### src/rtl/smb_cfg_pkg.sv
package smb_cfg_pkg;

    localparam int BYTE_W = 8;
    localparam int OFS_W  = 7;
    localparam int BIT_W  = 4;

    typedef enum logic [3:0] {
        S_IDLE,
        S_ADDR,
        S_ADDR_ACK,
        S_CMD,
        S_CMD_ACK,
        S_WCNT,
        S_WCNT_ACK,
        S_WDATA,
        S_WDATA_ACK,
        S_TX,
        S_RACK,
        S_IGNORE
    } smb_state_e;

endpackage

### src/rtl/smb_deglitch.sv
module smb_deglitch #(
    parameter int FILT = 3
) (
    input  logic clk,
    input  logic rst_n,
    input  logic line_i,
    output logic line_f
);

    logic [1:0]      sync_q;
    logic [FILT-1:0] hist_q;

    always_ff @(posedge clk or negedge rst_n) begin
        if (!rst_n) begin
            sync_q <= '1;
            hist_q <= '1;
            line_f <= 1'b1;
        end else begin
            sync_q <= {sync_q[0], line_i};
            hist_q <= {hist_q[FILT-2:0], sync_q[1]};
            if (&hist_q) begin
                line_f <= 1'b1;
            end else if (~|hist_q) begin
                line_f <= 1'b0;
            end
        end
    end

endmodule

### src/rtl/smb_line_cond.sv
module smb_line_cond #(
    parameter int FILT = 3
) (
    input  logic clk,
    input  logic rst_n,
    input  logic scl_i,
    input  logic sda_i,
    output logic scl_f,
    output logic sda_f,
    output logic scl_rise,
    output logic scl_fall,
    output logic start_evt,
    output logic stop_evt
);

    logic scl_q;
    logic sda_q;

    smb_deglitch #(.FILT(FILT)) u_scl (
        .clk    (clk),
        .rst_n  (rst_n),
        .line_i (scl_i),
        .line_f (scl_f)
    );

    smb_deglitch #(.FILT(FILT)) u_sda (
        .clk    (clk),
        .rst_n  (rst_n),
        .line_i (sda_i),
        .line_f (sda_f)
    );

    always_ff @(posedge clk or negedge rst_n) begin
        if (!rst_n) begin
            scl_q <= 1'b1;
            sda_q <= 1'b1;
        end else begin
            scl_q <= scl_f;
            sda_q <= sda_f;
        end
    end

    always_comb begin
        scl_rise  = scl_f & ~scl_q;
        scl_fall  = ~scl_f & scl_q;
        start_evt = scl_f & scl_q & sda_q & ~sda_f;
        stop_evt  = scl_f & scl_q & ~sda_q & sda_f;
    end

endmodule

### src/rtl/smb_cfg_regbank.sv
module smb_cfg_regbank
    import smb_cfg_pkg::*;
#(
    parameter int                    NREG     = 4,
    parameter logic [NREG*BYTE_W-1:0] DEFAULTS = '0,
    parameter logic [NREG*BYTE_W-1:0] RO_MASK  = '0
) (
    input  logic                     clk,
    input  logic                     rst_n,
    input  logic [OFS_W-1:0]         addr,
    input  logic [BYTE_W-1:0]        wdata,
    input  logic                     we,
    input  logic [NREG*BYTE_W-1:0]   ro_val,
    output logic [BYTE_W-1:0]        rdata,
    output logic [NREG*BYTE_W-1:0]   cfg_q
);

    for (genvar gi = 0; gi < NREG; gi++) begin : g_reg
        localparam logic [BYTE_W-1:0] RO  = RO_MASK[gi*BYTE_W +: BYTE_W];
        localparam logic [BYTE_W-1:0] DEF = DEFAULTS[gi*BYTE_W +: BYTE_W];
        logic [BYTE_W-1:0] store_q;

        always_ff @(posedge clk or negedge rst_n) begin
            if (!rst_n) begin
                store_q <= DEF & ~RO;
            end else if (we && addr == OFS_W'(gi)) begin
                store_q <= wdata & ~RO;
            end
        end

        assign cfg_q[gi*BYTE_W +: BYTE_W] =
            (store_q & ~RO) | (ro_val[gi*BYTE_W +: BYTE_W] & RO);
    end

    always_comb begin
        rdata = '0;
        for (int i = 0; i < NREG; i++) begin
            if (addr == OFS_W'(i)) begin
                rdata = cfg_q[i*BYTE_W +: BYTE_W];
            end
        end
    end

endmodule

### src/rtl/smb_cfg_engine.sv
module smb_cfg_engine
    import smb_cfg_pkg::*;
#(
    parameter logic [6:0] DEV_ADDR = 7'h69,
    parameter int         NREG     = 4
) (
    input  logic               clk,
    input  logic               rst_n,
    input  logic               sda_f,
    input  logic               scl_rise,
    input  logic               scl_fall,
    input  logic               start_evt,
    input  logic               stop_evt,
    input  logic [BYTE_W-1:0]  rd_data,
    output logic               sda_oe,
    output logic [OFS_W-1:0]   reg_addr,
    output logic [BYTE_W-1:0]  reg_wdata,
    output logic               reg_we,
    output smb_state_e         state
);

    localparam logic [BIT_W-1:0]  LAST_BIT  = BIT_W'(BYTE_W);
    localparam logic [BYTE_W-1:0] COUNT_VAL = BYTE_W'(NREG);

    smb_state_e         state_n;
    logic [BIT_W-1:0]   bcnt_q, bcnt_n;
    logic [BYTE_W-1:0]  shreg_q, shreg_n;
    logic [BYTE_W-1:0]  txsh_q, txsh_n;
    logic [OFS_W-1:0]   ptr_q, ptr_n;
    logic [BYTE_W-1:0]  wleft_q, wleft_n;
    logic               blk_q, blk_n;
    logic               cnt_pend_q, cnt_pend_n;
    logic               is_rd_q, is_rd_n;
    logic               mack_q, mack_n;
    logic               sda_oe_n;
    logic [BYTE_W-1:0]  tx_pick;
    logic [2:0]         bidx;

    assign tx_pick = (blk_q && cnt_pend_q) ? COUNT_VAL : rd_data;
    assign bidx    = 3'd7 - bcnt_q[2:0];

    // state and datapath registers
    always_ff @(posedge clk or negedge rst_n) begin
        if (!rst_n) begin
            state      <= S_IDLE;
            bcnt_q     <= '0;
            shreg_q    <= '0;
            txsh_q     <= '0;
            ptr_q      <= '0;
            wleft_q    <= '0;
            blk_q      <= 1'b1;
            cnt_pend_q <= 1'b1;
            is_rd_q    <= 1'b0;
            mack_q     <= 1'b0;
            sda_oe     <= 1'b0;
        end else begin
            state      <= state_n;
            bcnt_q     <= bcnt_n;
            shreg_q    <= shreg_n;
            txsh_q     <= txsh_n;
            ptr_q      <= ptr_n;
            wleft_q    <= wleft_n;
            blk_q      <= blk_n;
            cnt_pend_q <= cnt_pend_n;
            is_rd_q    <= is_rd_n;
            mack_q     <= mack_n;
            sda_oe     <= sda_oe_n;
        end
    end

    // next state, datapath updates and write strobe
    always_comb begin
        state_n    = state;
        bcnt_n     = bcnt_q;
        shreg_n    = shreg_q;
        txsh_n     = txsh_q;
        ptr_n      = ptr_q;
        wleft_n    = wleft_q;
        blk_n      = blk_q;
        cnt_pend_n = cnt_pend_q;
        is_rd_n    = is_rd_q;
        mack_n     = mack_q;
        sda_oe_n   = sda_oe;
        reg_we     = 1'b0;

        if (start_evt) begin
            state_n  = S_ADDR;
            bcnt_n   = '0;
            sda_oe_n = 1'b0;
        end else if (stop_evt) begin
            state_n  = S_IDLE;
            bcnt_n   = '0;
            sda_oe_n = 1'b0;
        end else begin
            unique case (state)
                S_IDLE, S_IGNORE: begin
                    sda_oe_n = 1'b0;
                end

                S_ADDR, S_CMD, S_WCNT, S_WDATA: begin
                    if (scl_rise && bcnt_q != LAST_BIT) begin
                        shreg_n = {shreg_q[BYTE_W-2:0], sda_f};
                        bcnt_n  = bcnt_q + 1'b1;
                    end else if (scl_fall && bcnt_q == LAST_BIT) begin
                        bcnt_n = '0;
                        if (state == S_ADDR) begin
                            if (shreg_q[7:1] == DEV_ADDR) begin
                                sda_oe_n = 1'b1;
                                is_rd_n  = shreg_q[0];
                                state_n  = S_ADDR_ACK;
                            end else begin
                                state_n = S_IGNORE;
                            end
                        end else if (state == S_CMD) begin
                            sda_oe_n   = 1'b1;
                            blk_n      = ~shreg_q[7];
                            ptr_n      = shreg_q[7] ? shreg_q[OFS_W-1:0] : '0;
                            cnt_pend_n = 1'b1;
                            state_n    = S_CMD_ACK;
                        end else if (state == S_WCNT) begin
                            sda_oe_n = 1'b1;
                            wleft_n  = shreg_q;
                            state_n  = S_WCNT_ACK;
                        end else begin
                            if (!blk_q || wleft_q != '0) begin
                                sda_oe_n = 1'b1;
                                reg_we   = 1'b1;
                                ptr_n    = ptr_q + 1'b1;
                                if (blk_q) begin
                                    wleft_n = wleft_q - 1'b1;
                                end
                                state_n = S_WDATA_ACK;
                            end else begin
                                state_n = S_IGNORE;
                            end
                        end
                    end
                end

                S_ADDR_ACK: begin
                    if (scl_fall) begin
                        if (is_rd_q) begin
                            txsh_n   = tx_pick;
                            sda_oe_n = ~tx_pick[7];
                            bcnt_n   = BIT_W'(1);
                            state_n  = S_TX;
                        end else begin
                            sda_oe_n = 1'b0;
                            state_n  = S_CMD;
                        end
                    end
                end

                S_CMD_ACK: begin
                    if (scl_fall) begin
                        sda_oe_n = 1'b0;
                        state_n  = blk_q ? S_WCNT : S_WDATA;
                    end
                end

                S_WCNT_ACK, S_WDATA_ACK: begin
                    if (scl_fall) begin
                        sda_oe_n = 1'b0;
                        state_n  = S_WDATA;
                    end
                end

                S_TX: begin
                    if (scl_fall) begin
                        if (bcnt_q != LAST_BIT) begin
                            sda_oe_n = ~txsh_q[bidx];
                            bcnt_n   = bcnt_q + 1'b1;
                        end else begin
                            sda_oe_n = 1'b0;
                            bcnt_n   = '0;
                            state_n  = S_RACK;
                            if (blk_q && cnt_pend_q) begin
                                cnt_pend_n = 1'b0;
                            end else begin
                                ptr_n = ptr_q + 1'b1;
                            end
                        end
                    end
                end

                S_RACK: begin
                    if (scl_rise) begin
                        mack_n = ~sda_f;
                    end else if (scl_fall) begin
                        if (mack_q) begin
                            txsh_n   = tx_pick;
                            sda_oe_n = ~tx_pick[7];
                            bcnt_n   = BIT_W'(1);
                            state_n  = S_TX;
                        end else begin
                            state_n = S_IGNORE;
                        end
                    end
                end
            endcase
        end
    end

    assign reg_addr  = ptr_q;
    assign reg_wdata = shreg_q;

endmodule

### src/rtl/smb_cfg_slave.sv
module smb_cfg_slave
    import smb_cfg_pkg::*;
#(
    parameter logic [6:0]             DEV_ADDR = 7'h69,
    parameter int                     NREG     = 4,
    parameter int                     FILT     = 3,
    parameter logic [NREG*BYTE_W-1:0] DEFAULTS = 32'hFF_5A_E0_00,
    parameter logic [NREG*BYTE_W-1:0] RO_MASK  = 32'h00_00_1F_00
) (
    input  logic                   clk,
    input  logic                   rst_n,
    input  logic                   scl_i,
    input  logic                   sda_i,
    output logic                   sda_oe,
    input  logic [NREG*BYTE_W-1:0] ro_val,
    output logic [NREG*BYTE_W-1:0] cfg_q
);

    logic               scl_f;
    logic               sda_f;
    logic               scl_rise;
    logic               scl_fall;
    logic               start_evt;
    logic               stop_evt;
    logic [OFS_W-1:0]   reg_addr;
    logic [BYTE_W-1:0]  reg_wdata;
    logic [BYTE_W-1:0]  reg_rdata;
    logic               reg_we;
    smb_state_e         eng_state;

    smb_line_cond #(.FILT(FILT)) u_lines (
        .clk       (clk),
        .rst_n     (rst_n),
        .scl_i     (scl_i),
        .sda_i     (sda_i),
        .scl_f     (scl_f),
        .sda_f     (sda_f),
        .scl_rise  (scl_rise),
        .scl_fall  (scl_fall),
        .start_evt (start_evt),
        .stop_evt  (stop_evt)
    );

    smb_cfg_engine #(.DEV_ADDR(DEV_ADDR), .NREG(NREG)) u_engine (
        .clk       (clk),
        .rst_n     (rst_n),
        .sda_f     (sda_f),
        .scl_rise  (scl_rise),
        .scl_fall  (scl_fall),
        .start_evt (start_evt),
        .stop_evt  (stop_evt),
        .rd_data   (reg_rdata),
        .sda_oe    (sda_oe),
        .reg_addr  (reg_addr),
        .reg_wdata (reg_wdata),
        .reg_we    (reg_we),
        .state     (eng_state)
    );

    smb_cfg_regbank #(.NREG(NREG), .DEFAULTS(DEFAULTS), .RO_MASK(RO_MASK)) u_bank (
        .clk    (clk),
        .rst_n  (rst_n),
        .addr   (reg_addr),
        .wdata  (reg_wdata),
        .we     (reg_we),
        .ro_val (ro_val),
        .rdata  (reg_rdata),
        .cfg_q  (cfg_q)
    );

endmodule

### config.mk
export PLATFORM = sky130hd
export DESIGN_NAME = smb_cfg_slave
export DESIGN_NICKNAME = d
export VERILOG_FILES = /design/src/rtl/smb_cfg_pkg.sv /design/src/rtl/smb_deglitch.sv /design/src/rtl/smb_line_cond.sv /design/src/rtl/smb_cfg_regbank.sv /design/src/rtl/smb_cfg_engine.sv /design/src/rtl/smb_cfg_slave.sv
export SDC_FILE = /design/constraint.sdc
export NUM_CORES = 1
export LEC_CHECK = 0
export BUFFER_PORTS_ARGS = -buffer_cell sky130_fd_sc_hd__buf_2
export CORE_MARGIN = 3
export CORE_UTILIZATION = 45
export DETAILED_ROUTE_END_ITERATION = 6
export PLACE_DENSITY = 0.77
export REMOVE_ABC_BUFFERS = 1
export SLEW_MARGIN = 20
export SYNTH_ARGS = -nofsm -noshare
export SYNTH_HDL_FRONTEND = slang
export SYNTH_SLANG_ARGS = --single-unit
### constraint.sdc
create_clock -name clk -period 3 [get_ports clk]
set_input_delay 0.9 -clock clk [delete_from_list [all_inputs] [get_ports clk]]
set_output_delay 0.9 -clock clk [all_outputs]
set_load 0.05 [all_outputs]
# After elaboration in Yosys (flattened, before gate mapping)
# Index checks and enable logic that the tools add are counted.
# totals
out_inout_bits	33
ff_bits	85
# op_classes
n_reduce_logical	37
order_cmp	1
n_bitwise	20
muxes	98
eq_ne	49
add_sub_neg	4
# ops
cell	count
4-bit 2-to-1 mux	27
8-bit 2-to-1 mux	13
7-bit 2-to-1 mux	10
1-bit 2-to-1 mux	38
4-bit by 3-bit inequality test with 1-bit output, second input constant	8
10-bit AND reduction	3
4-bit one-hot mux with 6 select lines	1
4-bit == test, second input constant	5
4-bit by 3-bit == test with 1-bit output, second input constant	4
2-bit by 1-bit inequality test with 1-bit output, second input constant	8
4-bit inequality test, second input constant	4
4-bit one-hot mux with 4 select lines	1
8-bit one-hot mux with 2 select lines	1
8-bit AND reduction	2
8-bit nonzero test	2
7-bit by 2-bit == test with 1-bit output, second input constant	2
2-bit inequality test, second input constant	7
7-bit one-hot mux with 2 select lines	1
7-bit AND reduction	2
1-bit inverter	12
11-bit AND reduction	1
9-bit AND reduction	1
3-bit OR reduction	3
4-bit by 2-bit == test with 1-bit output, second input constant	2
31 further kinds	51

# Logic depth before layout (Yosys ltp)
# Gate-level depths: netlist of the first run.
# depth
depth_word	13
ltp_mapped	8
ltp_nobuf	7

# Modules after synthesis
# From an unflattened synthesis of the first run, not the netlist that was laid out.
# unflattened
cells_unflattened	438
area_unflattened_um2	4705.8
# modules_own_cells
mod	n_inst	cells_per_inst	area_per_inst_um2
smb_cfg_engine	1	326	2902.8
smb_cfg_regbank	1	86	1365.1
smb_deglitch	2	10	176.4
smb_line_cond	1	6	85.1

# Least setup slack after synthesis of the first run
# Ideal clock, no wire load.
# synth_path
kind	register -> register
startpoint	register u_engine.wleft_q[0]
endpoint	register u_bank.g_reg[0].store_q[7]
setup_slack_ns	0.862
stages_incl_launch_ff	9
t_arrival_ns	2.013
required_ns	2.875
cell_sequence	dfrtp_1 -> inv_1 -> ha_1 -> or4bb_4 -> nor2_8 -> and4b_1 -> buf_6 -> nand2_8 -> mux2_4
# synth_via
elab_chain_cells	12
# synth_rtl
element	line	source
from (decl)	smb_cfg_engine.sv:30	logic [BYTE_W-1:0] wleft_q, wleft_n;
from (signal assigned)	smb_cfg_engine.sv:62	wleft_q <= wleft_n;
8-bit nonzero test	smb_cfg_engine.sv:125	if (!blk_q || wleft_q != '0) begin
1-bit logical OR	smb_cfg_engine.sv:125	
1-bit 2-to-1 mux	smb_cfg_engine.sv:125	
1-bit 2-to-1 mux	smb_cfg_engine.sv:120	end else if (state == S_WCNT) begin
1-bit 2-to-1 mux	smb_cfg_engine.sv:114	end else if (state == S_CMD) begin
1-bit 2-to-1 mux	smb_cfg_engine.sv:106	if (state == S_ADDR) begin
1-bit 2-to-1 mux	smb_cfg_engine.sv:104	end else if (scl_fall && bcnt_q == LAST_BIT) begin
1-bit 2-to-1 mux	smb_cfg_engine.sv:101	if (scl_rise && bcnt_q != LAST_BIT) begin
1-bit 2-to-1 mux	smb_cfg_engine.sv:95	unique case (state)
1-bit 2-to-1 mux	smb_cfg_engine.sv:90	end else if (stop_evt) begin
1-bit 2-to-1 mux	smb_cfg_engine.sv:86	if (start_evt) begin
1-bit logical AND	smb_cfg_regbank.sv:26	end else if (we && addr == OFS_W'(gi)) begin
to (signal assigned)	smb_cfg_regbank.sv:25	store_q <= DEF & ~RO;
to (signal assigned)	smb_cfg_regbank.sv:27	store_q <= wdata & ~RO;
to (decl)	smb_cfg_regbank.sv:21	logic [BYTE_W-1:0] store_q;
# No other way between the ends.
# A chain may end at the register's enable or synchronous reset.

# Final worst setup path of the first run
# layout_path
startpoint	register u_engine.state[1]
endpoint	register u_engine.txsh_q[3]
# layout_via
elab_chain_cells	3
# layout_rtl
element	line	source
from (decl)	smb_cfg_engine.sv:19	output smb_state_e state
from (signal assigned)	smb_cfg_engine.sv:57	state <= state_n;
4-bit == test / 4-bit by 2-bit == test with 1-bit output (equally long branches)	smb_cfg_engine.sv:95	
2-bit inequality test (no source line), or another cell as far along	--	
8-bit AND reduction (no source line)	--	
to (signal assigned)	smb_cfg_engine.sv:60	txsh_q <= txsh_n;
to (decl)	smb_cfg_engine.sv:28	logic [BYTE_W-1:0] txsh_q, txsh_n;
# Several ways; a longest one is shown, not always the timed one.

==> results.txt, run 1 <==
- The run finished with clean final reports.
* Inst Count DP: 606
- Max Fanout on Critical Path: 22
* Total vias in the final route: approximately 3700
- CTS tree: built
* Fin crit share: 0.814
- Required time worst endpoint: 3.27 ns
- Minimum setup slack among reg-to-reg paths: 0.56 ns
- Commonest non-fill, non-tap cell in the layout: dfrtp_1
- Final count of hold timing violations: 0
- H-tree levels: 3
- Worst slack at placement: about 0.6 ns
* Critical R2R Launch: u_engine.state[1]
* Final Slew Violations: 0
- Setup repair after global routing missed its margin: no
- The share of total power dissipated in sequential elements is 0.474.
* End of the worst register-to-register path: u_engine.txsh_q[3]
- For this run, the number of Yosys warnings is 0.
- Average cell area after synthesis: about 11 µm²
- Summing internal, switching and leakage power gives 3.39 mW.
* Share of final-layout standard cells stronger than drive strength 1: 0.325
* Sum of negative setup slack: 0 ns
* Total Die Area: around 0.012 mm²
* Number of cells produced by synthesis: between 400 and 500
- Of the post-synthesis cell area, the dominant cell type holds 0.282.
- Across the run, the number of max-cap violations was 0.
* Most used cells in the layout excluding fill and tap cells: dfrtp_1, buf_2, nand2_1, a21oi_1
* Endpoint type of the worst setup path: register
- The cell area that synthesis handed to floorplanning was 0.00480 mm².
- The critical path in this run is classified as reg2reg.
* Hold path depth: 0
- Core region area: around 0.010 mm²
- Of all cell types, the one taking the most synthesized area is dfrtp_1.
- The floorplan step set the die height to around 110 µm.
- Number of buffers inserted to repair setup after CTS: 0
- Via count of the first global-routing pass: 3602
- Ranked by total cell area, the synthesized netlist is headed by dfrtp_1, dfstp_2, mux2_4, a21oi_1, mux2_2.
- Site row count: 37
* Normalized max-slew margin: 0.543
- Of the total power, the clock network draws 0.237.
* Area growth syn-to-layout: 9.97%
- Clock insertion delay at the later pin of the skew report: about 0.36 ns
- The synthesized design contains 85 register bits.
- After clock tree synthesis, the clock-pin slew on the worst setup and hold paths is ~0.090 ns.
- Routability-driven placement congestion ratio: 0.859
* Number of gates resized after CTS: 0
* Worst Setup Start Kind: register
* Root buf cell: clkbuf_8
- End point of the worst hold path: u_lines.u_sda.hist_q[0]
* Reg2reg path depth: 5
- Final WS setup: 0.557 ns
- met2 is the most crowded layer.
- In the synthesized netlist the dominant register cell turns out to be dfrtp_1.
* Worst hold margin: about 0.36 ns
* Global-route track usage on met2: 0.322
- The finished layout holds a little over 600 standard cells, fillers aside.
* # fillers: approximately 860
* Hold crit path type: reg2reg
* Internal Power: 2.13 mW
- Entering global routing, the biggest net connects 42 pins.
- I/O Pins: just under 70
- Wire length of the first global-routing pass: 18300 µm
* Final Util: 0.511
- The number of antenna violations at the first check in global routing is 0.
- Fraction of the yosys area taken by sequential cells: 0.452
- Arr. time, crit path: approximately 2.7 ns
- Detailed placement finished with a half-perimeter wire length of roughly 7800 µm.
* Vias per std cell: 5.98
* Number of setup violations in the final report: 0
- For this run, the total global-route usage over all layers was measured as 0.195.
* Slew at the pin with the worst max-slew slack: just under 0.7 ns
* Chip Width: roughly 110 µm
- Timing would allow up to a little over 400 MHz.
* Max IR drop VDD: roughly 0.00027 V
- After global routing the overflow that remains totals 0.
* Cell leakage power: 2.38 nW
* Worst-case clock skew: 0.0103 ns
* Initial core utilization: 0.465
- The number of antenna diodes in the final layout is 0.
- Met3 Usage GRT: 0.0284
- The longest clock path from root to sink contains 2 buffers.
* Met1 global-route usage: 0.255
- Routed length per instance: between 15 and 20 µm
- Number of nets with antenna violations after detailed routing: 0
* Total Wirelength: 11100 µm
- Counting every sink on the clock net gives 85.
- Of the total power, combinational logic draws 0.288.
* Number of nets in the finished design: 525
- Of the total power, the share spent switching nets is 0.372.
- Final standard cell area without fillers: 0.00527 mm²
- Number of clock buffers inserted by TritonCTS: 9
- Synth cell types: slightly below 80
* Cts hold-fix bufs: 0
- Of all flip-flops after synthesis, the portion carrying an async set or reset was 1.00.
* Final critical path time including I/O delays and setup: around 2.4 ns
- Startpoint of the tightest hold check path: u_lines.u_sda.sync_q[1]
* Iter 0 DRT Violations: between 400 and 500
- For this run, design rule violations remaining after detail routing come to 0.
* Area after detailed placement: slightly above 0.005 mm²
- P per Cell Area: approximately 640 mW/mm²
* Detailed-routing iteration count for the pre-antenna-repair pass: 5
- The synthesized design contains 0 enable-type register cells.
- During placement, the flow inserted port buffers numbering 41.
- Switching Power: between 1 and 1.5 mW
metal layers:
layer | vias to the layer above | part of all wire
li1 | 1719 | -
met1 | 1838 | 0.44
met2 | 137 | 0.48
met3 | 25 | 0.046
met4 | 0 | 0.029
met5 | - | 0
power groups by stage:
stage | Clock [mW] | Sequential, mW | Combinational [mW]
2_1_floorplan | 0 | 1.51 | 0.743
3_3_place_gp | 0 | 1.61 | 0.921
3_5_place_dp | 0 | 1.62 | 0.957
4_1_cts | 0.818 | 1.60 | 0.967
5_1_grt | 0.869 | 1.64 | 1.08
6_report | 0.805 | 1.61 | 0.977
worst max-delay path, cell delays in order, from the launching register on:
cell and delay (ns):
dfrtp_1 0.72, nor3b_2 0.35, o21ai_0 0.18, or3_1 0.49, or2_2 0.39, o21ai_0 0.20
layout make-up:
class	count	area (µm²)	area share
sequential	85	2170	0.411
inverter	12	45.0	0.00854
multi-input combinational	325	2430	0.460
tap	136	170	0.0323
clock inverter	5	61.3	0.0116
timing repair buffer	48	273	0.0517
clock buffer	11	131	0.0249
logic make-up after synthesis:
| family | count (synthesis) | share of synthesized area |
|---|---|---|
| buffers and inverters | 40 | 0.0423 |
| muxes | 44 | 0.126 |
| AOI/OAI and AO/OA | 124 | 0.169 |
| DFF | 85 | 0.452 |
| xor gates and xnor gates | 2 | 0.00365 |
| adders and majority gates | 8 | 0.0209 |
| and+or+nand+nor | 147 | 0.187 |
registers in the layout, summed over array words and instances, names as in the netlist, 2 cells and up:
signal                flops
u_lines.u_scl.hist_q      3
u_engine.reg_wdata        8
u_lines.u_scl.sync_q      2
u_engine.txsh_q           8
u_engine.wleft_q          8
u_bank.g.store_q         27
u_lines.u_sda.hist_q      3
u_engine.reg_addr         7
u_engine.state            4
u_engine.bcnt_q           4
u_lines.u_sda.sync_q      2
worst max path at each step:
stage                      start                   end  slack [ns]  depth (start not counted)
3_5_place_dp   u_engine.state[3]  u_engine.reg_addr[2]        0.61                          7
4_1_cts        u_engine.state[3]  u_engine.reg_addr[2]        0.60                          7
5_1_grt        u_engine.state[1]    u_engine.txsh_q[3]        0.31                          5
3_3_place_gp   u_engine.state[3]  u_engine.reg_addr[2]        0.66                          7
2_1_floorplan  u_engine.state[3]  u_engine.reg_addr[2]        0.55                          5
6_report       u_engine.state[1]    u_engine.txsh_q[3]        0.56                          5
Yosys cell counts (all sizes together), types with 6 or more instances:
| cell | n |
|---|---|
| dfrtp | 54 |
| nand2 | 42 |
| mux2 | 39 |
| a21oi | 36 |
| dfstp | 31 |
| o21ai | 31 |
| buf | 19 |
| nor2 | 18 |
| nor2b | 16 |
| nor3 | 13 |
| inv | 12 |
| nand3 | 10 |
| clkbuf | 9 |
| ha | 8 |
| o211ai | 7 |
| a22o | 6 |
| nand3b | 6 |
| or2 | 6 |
(Power assumes the default switching activity.)
==> inputs of run 2 (changes only) <==
- clock period: 3 -> 2.5 ns (I/O delays scaled with it)
==> run 2 against run 1 <==
First-iteration DRC count down 8.1%. Hold slack gained 0.00091 ns. Power up 25%. Register-to-register slack worse by 0.38 ns. Global-route usage decreased by 0.18 points. Worst setup slack worse by 0.38 ns. Die area stayed put. Critical endpoint is now u_bank.g_reg[0].store_q[0]. Largest cell class unchanged.
==> results.txt, run 2 (synthesis results as in run 1) <==
* Sum of negative setup slack: 0 ns
- I/O Pins: 69
- Clock skew on the completed layout was measured at about 0.007 ns.
* Slew at the pin with the worst max-slew slack: approximately 0.65 ns
- Number of buffers inserted to repair setup after CTS: 0
* Wire length of the first global-routing pass: 18000 µm
- Final Slew Violations: 0
- Setup repair after global routing missed its margin: no
* Max-cap viol count: 0
- Required time worst endpoint: roughly 2.8 ns
- Number of nets with antenna violations after detailed routing: 0
- The number of global-route vias before repair came to 3531.
- Setup slack on the critical path of the routed design comes to about 0.18 ns.
- Classification of the worst setup path: reg2reg
- Maximum number of pins on one net before global-route repair: between 40 and 50
- Leaving out fill and tap cells, the most frequent cell in the layout is dfrtp_1.
- Relative to the synthesized area, the layout overhead comes to 13.6%.
- Hold crit path type: reg2reg
- Number of clock buffers inserted by TritonCTS: 9
- Data arrives at the worst endpoint at 2.58 ns.
- Routability-driven placement congestion ratio: 0.879
- Max IR drop VDD: 0.000354 V
- Share of final-layout standard cells stronger than drive strength 1: 0.355
- Antenna diode count: 0
- In the finished design, the share of the clock period the worst path needs comes to 0.927.
* Area taken by flip-flops and latches: approximately 0.0022 mm²
- Row generation in the floorplan step produced 37 rows.
* Cell leakage power: 2.50 nW
* Count of clock tree sinks: 85
- Detailed-routing iteration count for the pre-antenna-repair pass: 5
- Clock insertion delay at the later pin of the skew report: ~0.37 ns
* Register bank with the most flops: u_bank.g.store_q
- Final count of hold timing violations: 0
* H-tree levels: 3
- Initial core utilization: 0.465
* Number of antenna violations at the first check in global routing: 0
* Chip Width: around 110 µm
- In the routed layout, each cell is associated on average with a via count of about 5.8.
- Setup violations remaining at the end of the flow were counted as 0.
* Port Buffer Count: 41
- Number of gates resized after CTS: 0
* Clock-pin slew of the registers on the worst-case setup and hold paths: 0.09 ns
* CTS tree: built
- STA classifies the critical path endpoint as a register.
- In this run the vertical extent of the chip is 109 µm.
- Number of buffers between clock root and the deepest sink: 2
* Placed wire-length estimate: approximately 7900 µm
* Routed length per instance: 17.2 µm
* Normalized max-slew margin: 0.561
- The run finished with clean final reports.
- Final critical path time including I/O delays and setup: between 2 and 2.5 ns
- Worst Setup Start Kind: register
- Worst slack at placement: between 0.2 and 0.25 ns
* Core region area: a little over 0.01 mm²
* Max Fanout on Critical Path: 8
* Most used cells in the layout excluding fill and tap cells: dfrtp_1, buf_2, nand2_1, a21oi_1
- P per Cell Area: a little under 800 mW/mm²
- After detailed routing, the total wire length is ~11000 µm.
- Area after detailed placement: between 0.005 and 0.006 mm²
- Iter 0 DRT Violations: 420
* DRC violations left: 0
* Total GRT Usage: 0.193
* Total vias in the final route: between 3000 and 4000
- Number of nets in the finished design: between 500 and 600
* Final standard cell area without fillers: roughly 0.0055 mm²
- Max Freq: 431 MHz
* Root buf cell: clkbuf_8
- Gr ovfl total: 0
- # fillers: 840
* Cts hold-fix bufs: 0
* Total Die Area: roughly 0.012 mm²
- Multi-input combinational cell area: between 0.002 and 0.0025 mm²
- The register with the most flip-flops in the layout has 27 of them.
[run 2: cell types whose count changed in the layout (fill, tap and decap cells not counted), sizes merged]
cell | before | now
buf | 48 | 66
clkbuf | 11 | 10
clkinv | 1 | 3
clkinvlp | 3 | 1
inv | 12 | 13
[run 2: stage by stage]
step           utilization  total power [mW]  cells  hold slack, ns
2_1_floorplan            -              2.70    422           0.345
5_1_grt              0.528              4.51    640           0.365
3_3_place_gp         0.506              3.13    624           0.346
6_report             0.528              4.25    640           0.359
3_5_place_dp         0.506              3.20    624           0.347
4_1_cts              0.528              4.26    640           0.360
[run 2: where the power goes]
group | internal (mW) | total (mW) | leakage [nW] | switching (mW)
combinational | 0.629 | 1.40 | 1.35 | 0.773
sequential | 1.54 | 1.81 | 1.04 | 0.266
clock | 0.527 | 1.04 | 0.108 | 0.516
[run 2: worst max-delay path, stage by stage, from the launching register on]
cell	delay (ns)
dfrtp_1	0.44
inv_1	0.14
ha_1	0.15
or4bb_4	0.51
nor2_8	0.13
and4b_1	0.24
buf_12	0.16
nand2_8	0.12
mux2_4	0.31
[run 2: path summary, 6_finish.rpt]
check	slack, ns	cells after the start	to	start
max reg2reg	0.18	8	u_bank.g_reg[0].store_q[0]	u_engine.wleft_q[0]
max in group asynchronous	1.47	2	u_bank.g_reg[2].store_q[3]	rst_n
min in group asynchronous	0.39	1	u_engine.state[2]	rst_n
min reg2reg	0.36	0	u_lines.u_sda.hist_q[0]	u_lines.u_sda.sync_q[1]
min	0.36	0	u_lines.u_sda.hist_q[0]	u_lines.u_sda.sync_q[1]
max	0.18	8	u_bank.g_reg[0].store_q[0]	u_engine.wleft_q[0]
[run 2: routing by layer]
layer,vias up,track usage,part of all wire
met3,18,0.0420,0.050
met5,-,0,0
met2,117,0.320,0.49
met1,1835,0.252,0.45
li1,1755,-,-
met4,0,0.0641,0.015
[run 2: final cells by class]
| class | instances | share of cell area |
|---|---|---|
| timing repair buffer | 66 | 0.0771 |
| tap | 136 | 0.0312 |
| clock buffer | 10 | 0.0273 |
| inverter | 12 | 0.00826 |
| sequential | 85 | 0.397 |
| clock inverter | 6 | 0.0126 |
| multi-input combinational | 325 | 0.446 |
==> inputs of run 3 (changes only) <==
- CORE_UTILIZATION: 45 -> 58
- PLACE_DENSITY: 0.77 -> 0.93
==> run 3 against run 2 <==
Die area decreased by 21%. Sequential share of layout area increased by 1.0 points. Highest routed layer unchanged. Largest power group unchanged. Critical endpoint is now u_engine.txsh_q[4]. Largest cell class unchanged. Via count increased by 6.9%. Final cell count decreased by 6.1%. Wire length increased by 11%. Final area decreased by 2.5%. Register-to-register slack got worse by 0.08 ns. Combinational power about the same. Power decreased by 3.6%.
==> results.txt, run 3 (synthesis results as in run 1) <==
- Number of setup violations in the final report: 0
* H-tree levels: 3
* Area growth syn-to-layout: 10.8%
- Worst Setup Start Kind: register
- Across every metal layer, demand over resource in global routing totals 0.265.
* Part of the power in combinational logic: 0.335
- Total Die Area: between 0.009 and 0.01 mm²
- In this design, the critical path's most frequently occurring cell is o21ai_0.
* Arr. time, crit path: between 2 and 3 ns
- Routed length per instance: 20.3 µm
- Chip Width: a little under 100 µm
- At the worst endpoint, the required time is around 2.8 ns.
- TritonCTS created 9 clock buffers.
- In the layout the commonest cells are dfrtp_1, buf_2, nand2_1, a21oi_1.
- End of the worst register-to-register path: u_engine.txsh_q[4]
- For the worst-skew pair, the clock arrives at the later sink with an insertion delay of 0.37 ns.
* Crit-path slowest cell: dfrtp_1
* Max Freq: between 400 and 500 MHz
* Reg2reg path depth: 5
- After detailed routing, the number of remaining DRC violations is 0.
- The die is just under 100 µm tall.
- Gr ovfl total: 0
* Cell leakage power: 2.44 nW
- The min-delay analysis places its worst path in the category in2async.
- Cts hold-fix bufs: 0
- The run finished with clean final reports.
* Number of buffers inserted to repair setup after CTS: 0
* Minimum setup slack among reg-to-reg paths: 0.11 ns
- Switching Power: 1.60 mW
- The number of global-route vias before repair came to 3966.
- Of the total power, the clock network draws 0.211.
* Placed wire-length estimate: 8530 µm
- Detailed routing inserted a total of about 4000 vias.
- Max Fanout on Critical Path: 22
- The number of antenna violations at the first check in global routing came to 0.
- Number of nets in the finished design: between 500 and 600
- The first global-routing pass estimated about 20000 µm of wire.
- Number of buffers between clock root and the deepest sink: 2
- Count of clock tree sinks: 85
- Slew at the pin with the worst max-slew slack: around 0.72 ns
- Antenna diode count: 0
- The tree is rooted in a clkbuf_8.
- Across the run, the number of max-cap violations was 0.
* Switching share of power: 0.391
- Fin crit share: 0.957
- Critical Path, Cell by Cell: nor3b_2 -> o21ai_0 -> or3_1 -> or2_2 -> o21ai_0
* Total Wirelength: 12200 µm
- The final number of hold-violating endpoints is 0.
- The initial utilization of the core area, before any placement, comes to 0.608.
- Between clock sinks in the finished design, the worst skew comes to approximately 0.013 ns.
- The worst register-to-register path begins at u_engine.state[1].
- Worst slack at placement: around 0.14 ns
* Detailed-routing iteration count for the pre-antenna-repair pass: 6
* Routability-driven placement congestion ratio: ~0.93
* Number of gates resized after CTS: 0
* Maximum number of pins on one net before global-route repair: between 50 and 60
* Core region area: around 0.0079 mm²
* Sum of negative setup slack: 0 ns
* Final critical path time including I/O delays and setup: about 2.4 ns
- Clock-pin slew was measured on the worst setup and hold paths at about 0.080 ns.
* Endpoint type of the worst setup path: register
* Max IR drop VDD: 0.000393 V
- The register with the most flip-flops in the layout has 27 of them.
* Vias per std cell: 6.62
- # fillers: approximately 550
- Share of final-layout standard cells stronger than drive strength 1: 0.345
- Internal Power: between 2 and 2.5 mW
- Final WS setup: 0.106 ns
- Normalized max-slew margin: 0.515
- The detail route stage leaves a number of antenna-violating nets equal to 0.
* CTS tree: built
- Final Slew Violations: 0
- For this run, the slowest stage of the critical path takes 0.76 ns.
- Setup repair after global routing left no endpoint under its margin.
- The share of total power dissipated in sequential elements is 0.454.
- Classification of the worst setup path: reg2reg
- In this run the core area contains 32 standard-cell rows.
- Iter 0 DRT Violations: 428
* P per Cell Area: a little under 800 mW/mm²
- I/O Pins: between 60 and 70
- Leaving out fill and tap cells, the most frequent cell in the layout is dfrtp_1.
- During placement, the flow inserted port buffers numbering between 40 and 50.
- u_bank.g.store_q holds more flip-flops than any other register.
run 3: power groups by stage:
stage,sequential [mW],combinational [mW],clock (mW)
floorplan,1.81,0.891,0
global placement,1.84,1.24,0
detailed placement,1.86,1.32,0
CTS,1.84,1.34,0.861
global route,1.88,1.50,0.938
finish,1.86,1.37,0.864
run 3: worst max-delay path by stage:
stage	startpoint	to	slack, ns	cells after the start
floorplan	u_engine.state[3]	u_engine.reg_addr[2]	0.05	5
finish	u_engine.state[1]	u_engine.txsh_q[4]	0.11	5
detailed placement	u_engine.wleft_q[0]	u_bank.g_reg[2].store_q[5]	0.14	8
global route	u_engine.state[1]	u_engine.txsh_q[4]	0.009	5
CTS	u_engine.wleft_q[0]	u_bank.g_reg[2].store_q[5]	0.13	8
global placement	u_engine.wleft_q[2]	u_bank.g_reg[0].store_q[6]	0.23	6
run 3: cell type report:
class / instances / area [µm²] / area share
Sequential cell: 85 / 2170 / 0.407
Multi-Input combinational cell: 325 / 2430 / 0.458
Timing Repair Buffer: 61 / 383 / 0.0720
Clock buffer: 11 / 131 / 0.0247
Inverter: 12 / 45.0 / 0.00847
Tap cell: 102 / 128 / 0.0240
Clock inverter: 5 / 30.0 / 0.00565
run 3: critical path, delay by kind of cell, from the launching register on:
kind | cells | cell delay, ns
compound gates | 2 | 0.42
flops | 1 | 0.76
simple gates | 3 | 1.11
run 3: routing by layer:
metal / vias up / GRT usage / share of wire
li1: 1741 / - / -
met1: 1959 / 0.340 / 0.39
met2: 231 / 0.438 / 0.49
met3: 50 / 0.0534 / 0.073
met4: 0 / 0.106 / 0.041
met5: - / 0 / 0
run 3: per-stage QoR:
step	instances	utilization	power [mW]	instance area, µm²	hold slack [ns]
global route	601	0.674	4.31	5320	0.323
finish	601	0.674	4.10	5320	0.311
floorplan	422	-	2.70	4640	0.345
global placement	585	0.653	3.08	5150	0.346
detailed placement	585	0.653	3.19	5150	0.349
CTS	601	0.673	4.05	5310	0.322
